File: src/rtl/lat_chk_pkg.sv
// Shared types for the pipeline latency data checker.
// Assumes nothing beyond a 1-bit mode encoding.
package lat_chk_pkg;

    // Operating mode; the encoding matches the mode_sel pin.
    typedef enum logic {
        CHK_FREE  = 1'b0,
        CHK_GATED = 1'b1
    } chk_mode_e;

endpackage

File: src/rtl/lc_compare.sv
// Combinational compare stage. It decides in the current cycle whether the
// output beat is wrong or arrived too early. Assumes ref_word and hist_full
// are registered values that reflect only cycles before this one.
module lc_compare
    import lat_chk_pkg::*;
#(
    parameter int W = 8
) (
    input  logic         active,
    input  chk_mode_e    mode,
    input  logic         hist_full,
    input  logic         vld_out,
    input  logic [W-1:0] dout,
    input  logic [W-1:0] ref_word,
    output logic         mismatch,
    output logic         underflow
);
    logic beat;

    // An output beat is every cycle in free mode and a vld_out cycle in gated mode.
    always_comb beat = active && ((mode == CHK_FREE) || vld_out);

    // Compare only with a full history; an early beat in gated mode is an underflow.
    always_comb begin
        mismatch  = beat && hist_full && (dout != ref_word);
        underflow = beat && !hist_full && (mode == CHK_GATED);
    end

endmodule

File: config.mk
export PLATFORM = sky130hd
export DESIGN_NAME = lc_compare
export DESIGN_NICKNAME = d
export VERILOG_FILES = /design/src/rtl/lat_chk_pkg.sv /design/src/rtl/lc_compare.sv
export SDC_FILE = /design/constraint.sdc
export NUM_CORES = 1
export LEC_CHECK = 0
export BUFFER_PORTS_ARGS = -buffer_cell sky130_fd_sc_hd__buf_2
export CELL_PAD_IN_SITES_DETAIL_PLACEMENT = 2
export CELL_PAD_IN_SITES_GLOBAL_PLACEMENT = 2
export CORE_AREA = 4 4 41 43
export DETAILED_ROUTE_END_ITERATION = 10
export DIE_AREA = 0 0 45 47
export GPL_TIMING_DRIVEN = 0
export PLACE_DENSITY_LB_ADDON = 0.1
export SLEW_MARGIN = 20
export SYNTH_ARGS = -nofsm -noshare
export SYNTH_HDL_FRONTEND = slang
export SYNTH_SLANG_ARGS = --single-unit
File: constraint.sdc
create_clock -name vclk -period 0.8
set_input_delay 0.16 -clock vclk [all_inputs]
set_output_delay 0.16 -clock vclk [all_outputs]
set_load 0.02 [all_outputs]
==> flow_metrics.tcl, run 1 <==
set metrics [dict create \
    synth-xor-area-share_pct 65.1 \
    yosys.area_share.simple_pct 16.3 \
    syn-mean-instance-area_um2 7.17 \
    power.switching_mw 0.0626 \
    antennaDiodeCount 0 \
    post_drt_wl_per_cell_um 10.5 \
    initial_core_util_pct 8.27 \
    crit_fanout 1 \
    grt_util_all_layers_pct 4.56 \
    port_buffers 22 \
    ios 22 \
    synth.yosys.seq_area_share_pct 0 \
    fmax_mhz 855 \
    muxShareOfSynthArea_pct 0 \
    vdd_drop_max_mv 0.108 \
    status "finished, violations left" \
    synth_area_um2 108 \
    synth_top_family_by_area "XOR/XNOR gates" \
    drt-total-wl_um 547 \
    maxCapViolations 0 \
    drc 0 \
    violations "setup timing" \
    p_sw_share_pct 42.9 \
    clockPowerShare_pct 0 \
    nFillCells 162 \
    core-area_um2 1300 \
    post_cts_buffers 0 \
    grt_pass1_wl_um 752 \
    std_cell_rows 13 \
    vias_per_cell 3.77 \
    relSlewSlack_pct 81.7 \
    post-place-cells 52 \
    routabilityCongestion 0.676 \
    synthAdderAreaFrac_pct 0 \
    crit_path_start_kind "input pin" \
    first_global_vias 205 \
    stdcell_count 52 \
    layout-drive-gt1-share_pct 75.7 \
    place_area_um2 250 \
    finalCritPeriodShare_pct 146 \
    hold_viol_final 0 \
    hpwlAfterDp_um 497 \
    areaGrowthSynthToFinish_pct 187 \
    critPathCaptureType "primary output" \
    antenna_found_initial 0 \
    setup_violations 2 \
    grt.overflow.total 0 \
    design.seq.count 0 \
    final.setup.worst_slack_ps -370 \
    hold_path_class "input pin to primary output" \
    p_leak_nw 0.153 \
    fin_area_um2 309 \
    yosysWarnings 0 \
    drt_iter0_markers 0 \
    crit_arrival_ps 1010 \
    vias 196 \
    worstPathRequired_ps 640 \
    dr.pass1.iters 1 \
    p_seq_share_pct 0 \
    layout.nets 59 \
    dieWidth_um 45 \
    die_h_um 47 \
    dieArea_um2 2120 \
    synthCells 15 \
    tns_ps -378 \
    p_per_area_nw_per_um2 472 \
    regArea_um2 0 \
    ys_types 6 \
    rsz0062_at_grt "true" \
    clockBufferCount 0 \
    ant_nets 0 \
    critical_path_class "input pin to primary output" \
    synth_compound_area_share_pct 11.6 \
    tightest_slew_ps 272 \
    grt_max_degree 3 \
    synth_nets 35 \
    final_util_pct 23.8 \
    p_int_mw 0.0833 \
    period_needed_ps 1170 \
    combPwrFrac_pct 100.0 \
    dpl_worst_slack_ps -460 \
    finalMaxSlewViolations 0 \
]
[what timing repair did]
item / in CTS / in global routing
hold buffers: 0 / 0
pin swaps: 6 / 5
gates resized for setup: 10 / 2
setup endpoints to repair: 2 / 2
[final timing paths]
path	startpoint	endpoint	cells past startpoint
setup / recovery	dout[0]	mismatch	5
hold / removal	hist_full	underflow	3
[worst max-delay path, stage by stage]
cell and delay (ps):
buf_6 90, xor2_1 150, nor4_2 320, a211oi_2 110, buf_4 170
[power groups by stage]
| stage | Sequential, mW | Combinational (mW) | Clock (mW) |
|---|---|---|---|
| after CTS | 0 | 0.143 | 0 |
| final | 0 | 0.146 | 0 |
| after detailed placement | 0 | 0.114 | 0 |
| after global placement | 0 | 0.109 | 0 |
| after floorplan | 0 | 0.0470 | 0 |
| after global routing | 0 | 0.159 | 0 |
[cell usage after synthesis (all sizes together)]
cell	instances	area, um^2
a211oi	1	7.51
inv	2	7.51
xor2	8	70.1
o21ai	1	5.00
nor4	2	12.5
nor3	1	5.00
[layout by cell type (no fill, tap or decap)]
cell      instances
inv_1             1
nor3_2            1
xor2_1            8
a211oi_2          1
o21ai_4           1
buf_2            15
buf_6             5
inv_4             1
buf_4             2
nor4_2            2
[layout make-up]
cell class	instances	area, um^2	area share (%)
repair buffers	22	146	47.4
inverters	2	10.0	3.24
well taps	15	18.8	6.07
multi-input cells	13	134	43.3
[logic make-up (layout without fill, tap and decap cells)]
| family | count (synthesis) | in the layout |
|---|---|---|
| XOR/XNOR | 8 | 8 |
| AND/OR/NAND/NOR | 3 | 3 |
| AO/OA/AOI/OAI | 2 | 2 |
| buffers and inverters | 2 | 24 |
[per-layer routing]
metal	track usage (%)	wire, um	share of wire (%)
met3	0	72	13
met4	0	0	0
met5	0	0	0
met2	8.76	285	52
met1	6.07	188	34
[through the flow]
| step | hold slack, ps | power [mW] |
|---|---|---|
| floorplan | 366 | 0.0470 |
| global placement | 592 | 0.109 |
| detailed placement | 597 | 0.114 |
| CTS | 604 | 0.143 |
| global route | 621 | 0.159 |
| finish | 605 | 0.146 |
(Power assumes the default switching activity.)
==> inputs of run 2 (changes only) <==
CAP_MARGIN = 10   (was not set)
SETUP_SLACK_MARGIN = 0.15   (was not set)
==> run 2 against run 1 <==
  * Power rose by 14%
  * Largest cell class unchanged
  * Cell count did not move
  * The run still ends with setup timing left
  * Non-clock buffer count did not move
  * Fmax rose by 1.8%
  * First-iteration DRC count did not move
  * Critical path depth did not move
  * Largest power group unchanged
  * Worst setup slack improved by 21 ps
  * Sequential share of layout area did not move
  * Utilization rose by 2.5 points
  * Final area rose by 11%
  * Count of clock-buffer cells in the layout did not move
==> flow_metrics.tcl, run 2 (synthesized netlist as in run 1, its figures left out) <==
set metrics [dict create \
    antennaDiodeCount 0 \
    hold_buffers 0 \
    dieArea_um2 2120 \
    areaGrowthSynthToFinish_pct 217 \
    layout.nets 59 \
    cpPeakStageDelay_ps 290 \
    design.seq.count 0 \
    place_area_um2 280 \
    critical_path_class "input pin to primary output" \
    dpl_worst_slack_ps -447 \
    status "finished, violations left" \
    layout_common_cells "15 x buf_2, 8 x xor2_1, 5 x buf_6" \
    initial_core_util_pct 8.27 \
    p_leak_nw 0.165 \
    grt_util_all_layers_pct 4.65 \
    path_buf_inv 2 \
    final_util_pct 26.3 \
    tightest_slew_ps 253 \
    die_h_um 47 \
    core-area_um2 1300 \
    relSlewSlack_pct 83.0 \
    violations "setup timing" \
    fmax_mhz 870 \
    drt_iter0_markers 0 \
    grt_max_degree 3 \
    crit_path_start_kind "input pin" \
    hold_path_class "input pin to primary output" \
    vdd_drop_max_mv 0.109 \
    grt.overflow.total 0 \
    period_needed_ps 1150 \
    dr.pass1.iters 1 \
    final.setup.worst_slack_ps -349 \
    grt_pass1_wl_um 759 \
    fin_area_um2 342 \
    dieWidth_um 45 \
    critPathCaptureType "primary output" \
    layout-drive-gt1-share_pct 75.7 \
    finalCritPeriodShare_pct 144 \
    hold_viol_final 0 \
    layout_commonest_cell "buf_2" \
    std_cell_rows 13 \
    first_global_vias 205 \
    fin_hold_ws_ps 589 \
    vias 193 \
    routabilityCongestion 0.666 \
    path_cells "buf_2 > xor2_1 > nor4_2 > a211oi_2 > buf_4" \
    p_per_area_nw_per_um2 487 \
    ios 22 \
    ant_nets 0 \
    path_delay_family "simple AND/OR/NAND/NOR gates" \
    drc 0 \
    crit_slowest_cell "nor4_2" \
    drt-total-wl_um 579 \
    setup_violations 2 \
    crit_arrival_ps 990 \
    post_drt_wl_per_cell_um 11.1 \
    stdcell_count 52 \
    regArea_um2 0 \
    finalMaxSlewViolations 0 \
    cp.depth 5 \
    worstPathRequired_ps 640 \
    rsz0062_at_grt "true" \
    hold_depth 3 \
    maxCapViolations 0 \
    vias_per_cell 3.71 \
    clockBufferCount 0 \
    antenna_found_initial 0 \
    post-place-cells 52 \
    port_buffers 22 \
    crit_fanout 1 \
]
## run 2: cell counts in the layout (fill, tap and decap cells not counted)
No cell type changed its count.
## run 2: worst paths after layout
check,start,end
max,ref_word[1],mismatch
min,hist_full,underflow
## run 2: layout make-up
class | instances | area, um^2
Fill cell | 156 | 960
Multi-Input combinational cell | 13 | 140
Inverter | 2 | 23.8
Tap cell | 15 | 18.8
Timing Repair Buffer | 22 | 159
## run 2: tightest hold or removal path, delay by kind of cell
| family | cells | cell delay [ps] |
|---|---|---|
| and+or+nand+nor | 1 | 40 |
| buffers and inverters | 2 | 230 |
## run 2: power by group
group	total [mW]	switching (mW)	internal, mW
logic	0.166	0.0729	0.0935
registers	0	0	0
clock network	0	0	0
total	0.166	0.0729	0.0935
## run 2: routing by layer
layer | routed length (um) | global-route usage [%] | up-vias
met3 | 83 | 0 | 0
met4 | 0 | 0 | 0
met5 | 0 | 0 | -
met1 | 172 | 4.95 | 83
met2 | 323 | 10.5 | 15
li1 | - | - | 95
## run 2: repair_timing
action                                  CTS  global route
endpoints found under the setup margin    2             2
resized for setup                        12             1
pin swaps                                 6             4
setup buffers                             0             0
## run 2: per-stage QoR
step	setup TNS, ps	power [mW]
2_1_floorplan	-143	0.0577
3_3_place_gp	-607	0.128
3_5_place_dp	-591	0.135
4_1_cts	-435	0.167
5_1_grt	-469	0.177
6_report	-381	0.166
